### src/rtl/smpl_fifo_pkg.sv
// Shared definitions for the per-lane sample buffer.
// Assumes status/enable vectors use the bit order given by evt_idx_e.
package smpl_fifo_pkg;
    localparam int EVT_W = 4;

    // Bit position of each event in the status and enable vectors.
    typedef enum int unsigned {
        EV_FULL  = 0,
        EV_EMPTY = 1,
        EV_UNDER = 2,
        EV_OVER  = 3
    } evt_idx_e;

    // Packed view: first member is the most significant bit.
    typedef struct packed {
        logic over;
        logic under;
        logic empty;
        logic full;
    } evt_t;
endpackage

### src/rtl/fifo_store.sv
// Circular word store with occupancy count and registered read port.
// Assumes DEPTH >= 2. Writes when full are dropped and reads when empty are
// ignored. Both attempts are reported as single-cycle pulses.
module fifo_store #(
    parameter int DW    = 32,
    parameter int DEPTH = 4,
    localparam int AW   = $clog2(DEPTH),
    localparam int CW   = $clog2(DEPTH + 1)
) (
    input  logic          clk,
    input  logic          rst_n,
    input  logic          soft_rst,
    input  logic          wr_req,
    input  logic [DW-1:0] wr_data,
    input  logic          rd_req,
    output logic [DW-1:0] rd_data,
    output logic [CW-1:0] level,
    output logic          wr_drop,
    output logic          rd_miss,
    output logic          hit_full,
    output logic          hit_empty
);
    logic [DW-1:0] mem [DEPTH];
    logic [AW-1:0] wr_ptr, rd_ptr;
    logic [CW-1:0] count, count_nxt;
    logic [DW-1:0] rd_q;
    logic          full, empty, push, pop;

    function automatic logic [AW-1:0] ptr_inc(input logic [AW-1:0] p);
        return (p == AW'(DEPTH - 1)) ? '0 : p + AW'(1);
    endfunction

    // Decode occupancy flags and accepted transfers.
    always_comb begin
        full      = (count == CW'(DEPTH));
        empty     = (count == '0);
        push      = wr_req && !full;
        pop       = rd_req && !empty;
        wr_drop   = wr_req && full;
        rd_miss   = rd_req && empty;
        count_nxt = count + CW'(push) - CW'(pop);
        hit_full  = (count_nxt == CW'(DEPTH)) && !full;
        hit_empty = (count_nxt == '0) && !empty;
    end

    // Store an accepted sample at the write pointer.
    always_ff @(posedge clk) begin
        if (push) mem[wr_ptr] <= wr_data;
    end

    // Advance pointers, count and the registered read word.
    always_ff @(posedge clk) begin
        if (!rst_n || soft_rst) begin
            wr_ptr <= '0;
            rd_ptr <= '0;
            count  <= '0;
            rd_q   <= '0;
        end else begin
            if (push) wr_ptr <= ptr_inc(wr_ptr);
            if (pop) begin
                rd_ptr <= ptr_inc(rd_ptr);
                rd_q   <= mem[rd_ptr];
            end
            count <= count_nxt;
        end
    end

    assign rd_data = rd_q;
    assign level   = count;
endmodule

### src/rtl/evt_status.sv
// Sticky event flags with write-one-to-clear applied one cycle late.
// Assumes event pulses are single-cycle. A new event beats a pending clear.
module evt_status
    import smpl_fifo_pkg::*;
#(
    parameter int NB = EVT_W
) (
    input  logic          clk,
    input  logic          rst_n,
    input  logic          soft_rst,
    input  logic [NB-1:0] evt,
    input  logic          clr_we,
    input  logic [NB-1:0] clr_mask,
    output logic [NB-1:0] stat
);
    logic [NB-1:0] clr_pend;

    // Register the clear mask so it acts on the following cycle.
    always_ff @(posedge clk) begin
        if (!rst_n || soft_rst) clr_pend <= '0;
        else                    clr_pend <= clr_we ? clr_mask : '0;
    end

    for (genvar b = 0; b < NB; b++) begin : g_bit
        logic bit_q;
        // Set on event, else drop when the pending clear hits this bit.
        always_ff @(posedge clk) begin
            if (!rst_n || soft_rst) bit_q <= 1'b0;
            else                    bit_q <= evt[b] | (bit_q & ~clr_pend[b]);
        end
        assign stat[b] = bit_q;
    end
endmodule

### src/rtl/req_gen.sv
// Enable register plus interrupt and transfer-request outputs.
// Assumes stat and level_nz come from registers, so outputs are glitch-safe.
module req_gen
    import smpl_fifo_pkg::*;
#(
    parameter int NB = EVT_W
) (
    input  logic          clk,
    input  logic          rst_n,
    input  logic          soft_rst,
    input  logic          en_we,
    input  logic [NB-1:0] en_wdata,
    input  logic [NB-1:0] stat,
    input  logic          cfg_dma,
    input  logic          level_nz,
    output logic [NB-1:0] en_q,
    output logic          irq,
    output logic          dma_req
);
    // Hold the per-event enable bits.
    always_ff @(posedge clk) begin
        if (!rst_n || soft_rst) en_q <= '0;
        else if (en_we)         en_q <= en_wdata;
    end

    // Combine enabled flags and signal buffered data in transfer mode.
    always_comb begin
        irq     = |(stat & en_q);
        dma_req = cfg_dma && level_nz;
    end
endmodule

### src/rtl/smpl_chan_fifo.sv
// One sampling lane: word buffer, event status, enables and request outputs.
// Assumes a single clock. Both resets are synchronous.
module smpl_chan_fifo
    import smpl_fifo_pkg::*;
#(
    parameter int DW    = 32,
    parameter int DEPTH = 4,
    localparam int LW   = $clog2(DEPTH + 1)
) (
    input  logic             clk,
    input  logic             rst_n,
    input  logic             soft_rst,
    input  logic             smp_valid,
    input  logic [DW-1:0]    smp_data,
    input  logic             rd_en,
    output logic [DW-1:0]    rd_data,
    output logic [LW-1:0]    fill_lvl,
    input  logic             clr_we,
    input  logic [EVT_W-1:0] clr_mask,
    output logic [EVT_W-1:0] stat_q,
    input  logic             en_we,
    input  logic [EVT_W-1:0] en_wdata,
    output logic [EVT_W-1:0] en_q,
    input  logic             cfg_dma,
    output logic             irq,
    output logic             dma_req
);
    logic wr_drop, rd_miss, hit_full, hit_empty;
    evt_t evt;

    fifo_store #(.DW(DW), .DEPTH(DEPTH)) u_store (
        .clk(clk), .rst_n(rst_n), .soft_rst(soft_rst),
        .wr_req(smp_valid), .wr_data(smp_data),
        .rd_req(rd_en), .rd_data(rd_data), .level(fill_lvl),
        .wr_drop(wr_drop), .rd_miss(rd_miss),
        .hit_full(hit_full), .hit_empty(hit_empty)
    );

    // Gather the store's event pulses into the status bit order.
    always_comb begin
        evt.full  = hit_full;
        evt.empty = hit_empty;
        evt.under = rd_miss;
        evt.over  = wr_drop;
    end

    evt_status #(.NB(EVT_W)) u_status (
        .clk(clk), .rst_n(rst_n), .soft_rst(soft_rst),
        .evt(evt), .clr_we(clr_we), .clr_mask(clr_mask), .stat(stat_q)
    );

    req_gen #(.NB(EVT_W)) u_req (
        .clk(clk), .rst_n(rst_n), .soft_rst(soft_rst),
        .en_we(en_we), .en_wdata(en_wdata), .stat(stat_q),
        .cfg_dma(cfg_dma), .level_nz(fill_lvl != '0),
        .en_q(en_q), .irq(irq), .dma_req(dma_req)
    );
endmodule

### config.mk
export PLATFORM = sky130hd
export DESIGN_NAME = smpl_chan_fifo
export DESIGN_NICKNAME = d
export VERILOG_FILES = /design/src/rtl/smpl_fifo_pkg.sv /design/src/rtl/fifo_store.sv /design/src/rtl/evt_status.sv /design/src/rtl/req_gen.sv /design/src/rtl/smpl_chan_fifo.sv
export SDC_FILE = /design/constraint.sdc
export NUM_CORES = 1
export LEC_CHECK = 0
export ABC_AREA = 1
export BUFFER_PORTS_ARGS = -buffer_cell sky130_fd_sc_hd__buf_2
export CORE_ASPECT_RATIO = 0.5
export CORE_MARGIN = 2
export CORE_UTILIZATION = 35
export DETAILED_ROUTE_END_ITERATION = 8
export SYNTH_ARGS = -nofsm -noshare
export SYNTH_HDL_FRONTEND = slang
export SYNTH_SLANG_ARGS = --single-unit
export TNS_END_PERCENT = 20
### constraint.sdc
create_clock -name clk -period 6.1 [get_ports clk]
set_input_delay 0.915 -clock clk [delete_from_list [all_inputs] [get_ports clk]]
set_output_delay 0.915 -clock clk [all_outputs]
set_load 0.005 [all_outputs]
== After elaboration in Yosys (flattened, before gate mapping) ==
Memories as Yosys holds them, arrays and structs flattened. A register that Yosys moved wholly into a read port is not among the register bits.
Cells that the tools add are included.

* Bits in registers: 19
* Latch bits: 0
* Memory bits (writable): 128
* ROM bits: 0
* Input bits: 48
* Output and inout bits: 45
* Logic and storage cells: 52
* Memories kept: 1

{| class="wikitable"
|+ Memories
! memory !! words !! bits a word !! rd ports !! clocked after memory_dff !! wr ports !! RTL line !! source
|-
| u_store.mem || 4 || 32 || 1 || 1 || 1 || fifo_store.sv:23 || <nowiki>logic [DW-1:0] mem [DEPTH];</nowiki>
|}

* $add $sub $neg: 4
* Multipliers: 0
* Divide/modulo/power cells: 0
* Order comparisons: 0
* Eq/ne operators: 4
* Shifts and indexed selects: 0
* Muxes and demuxes: 4
* Bitwise gates (word level): 14
* Reductions and logical operators: 16

{| class="wikitable"
|+ Operator list
! operator !! number
|-
| 1-bit logical AND || 7
|-
| 3-bit == test, second input constant || 2
|-
| 3-bit zero test || 2
|-
| 1-bit inverter || 5
|-
| 2-bit by 1-bit adder with 2-bit output, second input constant || 2
|-
| 1-bit bitwise AND || 4
|-
| 4-bit bitwise AND || 1
|-
| 2-bit == test, second input constant || 2
|-
| 2-bit two-way mux || 2
|-
| 1-bit OR || 4
|-
| 4-bit OR reduction || 1
|-
| 3-bit by 1-bit adder with 3-bit output || 1
|-
| 1-bit zero test || 3
|-
| 3-bit nonzero test || 1
|-
| 3-bit by 1-bit subtractor with 3-bit output || 1
|-
| 1-bit two-way mux || 2
|-
| 2-bit OR reduction || 1
|-
| 1-bit logical OR || 1
|}

== Logic depth before layout (Yosys ltp) ==
* Word-level depth: 8
* Gate-level depth with buffers: 14
* Depth with buffers taken out: 13

== Hierarchy ==
A second synthesis with hierarchy kept.

* Cell total of the unflattened synthesis: 850
* Area total of the unflattened synthesis: 7683.6 um^2

{| class="wikitable"
|+ Modules (own cells, without submodules)
! module !! instances !! cells an instance !! area an instance (um^2) !! sequential area each (um^2)
|-
| fifo_store || 1 || 778 || 7184.4 || 4624.4
|-
| evt_status || 1 || 39 || 305.3 || 160.2
|-
| req_gen || 1 || 30 || 182.7 || 80.1
|-
| smpl_chan_fifo || 1 || 3 || 11.3 || 0.0
|}

== Worst setup path before layout ==
OpenSTA, ideal clock, no wires.

* Path kind: input-to-reg
* Start point: input smp_valid
* End point: memory u_store.mem[0][0] (enable)
* Library setup time: 0.421 ns
* Arrival time: 2.424 ns
* Data required time: 5.679 ns
* Path slack: 3.255 ns
* Stages on the path: 2
* Path buffers: 0
* Path through: nand2_1 > nor2_1

* Cells in the longest elaborated chain, start to end: 3

{| class="wikitable"
|+ Ends and longest elaborated chain
! what !! RTL line !! source
|-
| start: declaration || smpl_chan_fifo.sv:13 || <nowiki>input logic smp_valid,</nowiki>
|-
| 1-bit logical AND || fifo_store.sv:37 || <nowiki>push = wr_req && !full;</nowiki>
|-
| 1-bit two-way mux || fifo_store.sv:48 || <nowiki>if (push) mem[wr_ptr] <= wr_data;</nowiki>
|-
| 1-bit two-way mux (implied by the code) || fifo_store.sv:48 ||
|-
| end: declaration || fifo_store.sv:23 ||
|}

Every way passes these cells.

== Final worst setup path ==
* Start point: input rd_en
* End point: register u_status.g_bit[1].bit_q

* Cells in the longest elaborated chain, start to end: 5

{| class="wikitable"
|+ Ends and longest elaborated chain
! what !! RTL line !! source
|-
| start: declaration || smpl_chan_fifo.sv:15 || <nowiki>input logic rd_en,</nowiki>
|-
| 1-bit logical AND || fifo_store.sv:38 || <nowiki>pop = rd_req && !empty;</nowiki>
|-
| 3-bit by 1-bit subtractor with 3-bit output || fifo_store.sv:41 || <nowiki>count_nxt = count + CW'(push) - CW'(pop);</nowiki>
|-
| via u_store.count_nxt[1] || fifo_store.sv:25 || <nowiki>logic [CW-1:0] count, count_nxt;</nowiki>
|-
| 3-bit zero test || fifo_store.sv:43 || <nowiki>hit_empty = (count_nxt == '0) && !empty;</nowiki>
|-
| 1-bit logical AND || fifo_store.sv:43 ||
|-
| 1-bit OR || evt_status.sv:29 || <nowiki>else bit_q <= evt[b] | (bit_q & ~clr_pend[b]);</nowiki>
|-
| end signal: assignment || evt_status.sv:29 ||
|-
| end: declaration || evt_status.sv:25 || <nowiki>logic bit_q;</nowiki>
|}

The timed path passes the listed nets, and every way through them passes these cells.
A chain may end at the register's enable or synchronous reset.

==> flow_summary.json <==
{
  "outcome": "finished, final reports clean",
  "hp-start": "u_req.en_q[1]",
  "critPathArrivalTime_ns": 3.11,
  "finClkSkew_ns": 0.0154,
  "clk_path_buf_depth": 2,
  "n_antenna_cell": 0,
  "cts.sinks": 179,
  "cp.required_ns": 6.44,
  "syn_area_per_cell_um2": 10.9,
  "ctsResizeCount": 0,
  "hold_buffers": 0,
  "cts_tree": "yes",
  "grt_usage": 0.144,
  "cts_max_level": 4,
  "fmax_mhz": 362,
  "port_buffers": 92,
  "clock_latency_ns": 0.43,
  "die_area_um2": 21100,
  "path_depth": 12,
  "cts_setup_buffers": 0,
  "tightest_slew_ns": 1.15,
  "syn_nets": 693,
  "synth_cell_types": 25,
  "maxCapViolCount": 0,
  "rows": 36,
  "slew_viol_final": 0,
  "gr-total-overflow": 0,
  "worstSetupEndpoint": "u_status.g_bit[1].bit_q",
  "grt_pass1_wl_um": 23300,
  "p_leak_uw": 0.00322,
  "cp-startpoint": "rd_en",
  "yosysTopAreaCell": "edfxtp_1",
  "ys_warn_count": 0,
  "grt_pass1_vias": 4373,
  "ios": 93,
  "cp_top_family": "adder cells",
  "drtIter0Drc": 310,
  "die_x_um": 203,
  "fin_setup_tns_ns": 0,
  "grt_max_degree": 67,
  "ir_worst_vdd_mv": 0.183,
  "r2r_start": "u_store.level[1]",
  "antenna_left": 0,
  "fin_crit_ns": 2.77,
  "min_path_type": "reg -> reg",
  "initial_core_util": 0.357,
  "r2r_cells": 13,
  "drt_wl_total_um": 14600,
  "rsz0062_at_grt": "no",
  "seq_area_frac_synth": 0.700,
  "worstHoldPathCells": 2,
  "r2r_slack_ns": 3.37,
  "slowest_delay_ns": 0.42,
  "yosysTopAreaCellShare": 0.553,
  "avgViaCountPerCell": 4.57,
  "postPlaceCellArea_um2": 7570,
  "synth_cells": 637,
  "die_y_um": 104,
  "hold_viol_final": 0,
  "clkTransAtPathRegs_ns": 0.07,
  "cp_max_fo": 37,
  "reg2reg_to": "u_status.g_bit[1].bit_q",
  "slew_headroom": 0.235,
  "fp.coreArea_um2": 19500,
  "wire_per_inst_um": 14.6,
  "numCtsBuffers": 17,
  "crit_chain": "buf_2 -> nand2_4 -> inv_4 -> ha_1 -> inv_1 -> ha_1 -> fa_1 -> inv_1 -> nand2_1 -> a21oi_1 -> nand3_1 -> a21oi_1",
  "syn_to_final_growth_pct": 17.7,
  "critPathKind": "in -> reg",
  "synth-seq-cells": 179,
  "nFillCells": 1854,
  "dp_hpwl_um": 8550,
  "setup_viol": 0,
  "firstDrtPassIters": 4,
  "synthTopCellsByArea": "edfxtp_1 55%, dfxtp_1 15%, nor2_1 11%",
  "min_period_over_period": 0.453,
  "path_buf_inv": 4,
  "cts_root_buffer": "clkbuf_16",
  "cp_slowest_cell": "fa_1",
  "start_kind": "primary input",
  "gp_congestion": 0.768,
  "design_area_um2": 8180,
  "powerDensity_nw_per_um2": 335,
  "vias": 4548,
  "antenna_found_initial": 0,
  "end_kind": "register",
  "drive_above_1_share": 0.192,
  "nNetsFinal": 772,
  "drc": 0,
  "netlist_area_um2": 6950
}
## how the worst min path moves through the flow
stage	end	slack, ns
2_1_floorplan	u_status.g_bit[1].bit_q	0.46
3_3_place_gp	u_req.en_q[1]	0.47
3_5_place_dp	u_req.en_q[0]	0.47
4_1_cts	u_req.en_q[0]	0.48
5_1_grt	u_req.en_q[1]	0.50
6_report	u_req.en_q[1]	0.48
## layer usage
metal | up-vias | global-route usage | routed length [um]
li1 | 2289 | - | -
met1 | 2149 | 0.190 | 6840
met2 | 101 | 0.236 | 6840
met3 | 9 | 0.0343 | 779
met4 | 0 | 0.0407 | 111
met5 | - | 0 | 0
## per-stage QoR
stage / hold WS, ns / total power, uW / std cells / utilization / worst slack (ns)
detailed placement: 0.473 / 1670 / 963 / 0.389 / 2.86
finish: 0.482 / 2740 / 995 / 0.420 / 3.33
floorplan: 0.457 / 1580 / 637 / - / 3.25
global placement: 0.465 / 1660 / 963 / 0.389 / 2.91
CTS: 0.484 / 2750 / 995 / 0.420 / 3.30
global route: 0.500 / 2860 / 995 / 0.420 / 3.04
## state kept, by name (all words and copies together), names as in the netlist
signal,count
u_store.rd_data,32
u_status.clr_pend,4
u_store.rd_ptr,2
u_req.en_q,4
u_status.g_bit.bit_q,4
u_store.mem,128
u_store.level,3
u_store.wr_ptr,2
## cells by family (layout without fill, tap and decap cells)
group | count (synthesis) | count (layout) | synth area share
AO/OA/AOI/OAI | 114 | 114 | 0.0824
buffers and inverters | 63 | 155 | 0.0498
flip-flops | 179 | 179 | 0.700
adder cells (fa/ha/maj) | 8 | 8 | 0.0155
AND/OR/NAND/NOR | 273 | 273 | 0.153
## layout by cell type (no fill, tap or decap), types with 2 or more instances in the layout
cell type    n
a21oi_1     13
buf_2       92
buf_4        3
clkbuf_16   18
clkinv_4     4
clkinv_8     3
dfxtp_1     50
edfxtp_1   128
ha_1         7
inv_1       25
inv_8        5
nand2_1     56
nand3_1      3
nand3b_1     2
nor2_1     201
nor2_4       6
o21ai_0     29
o21ai_1     71
or2_2        2
## layout make-up
| type | instances | area (um2) | share of cell area |
|---|---|---|---|
| sequential | 179 | 4870 | 0.595 |
| multi-input combinational | 395 | 1780 | 0.217 |
| timing repair buffer | 95 | 483 | 0.0590 |
| clock buffer | 18 | 450 | 0.0551 |
| tap | 266 | 333 | 0.0407 |
| clock inverter | 14 | 161 | 0.0197 |
| inverter | 28 | 108 | 0.0132 |
## power by group
group,internal [uW],switching (uW),leakage (uW),total (uW)
Combinational,83.6,173,0.00133,256
Sequential,1360,20.9,0.00159,1380
Clock,578,525,0.000300,1100
## tightest hold or removal path: stages (launching register included)
cell and delay (ns):
dfxtp_1 0.33, nand2_1 0.06, a21oi_1 0.05
## Yosys cell counts
cell / count
nand2_1: 56
inv_4: 1
buf_2: 11
fa_1: 1
buf_6: 8
nand2_2: 1
o21ai_0: 29
dfxtp_1: 51
nor2_4: 1
nor2_1: 206
clkbuf_1: 7
a21oi_1: 13
nand3b_1: 2
buf_4: 9
inv_1: 25
inv_2: 1
ha_1: 7
nand3_1: 3
nand4_1: 1
nand2_4: 1
a21boi_0: 1
edfxtp_1: 128
clkinv_1: 1
o21ai_1: 71
or2_2: 2
(Power assumes the default switching activity.)
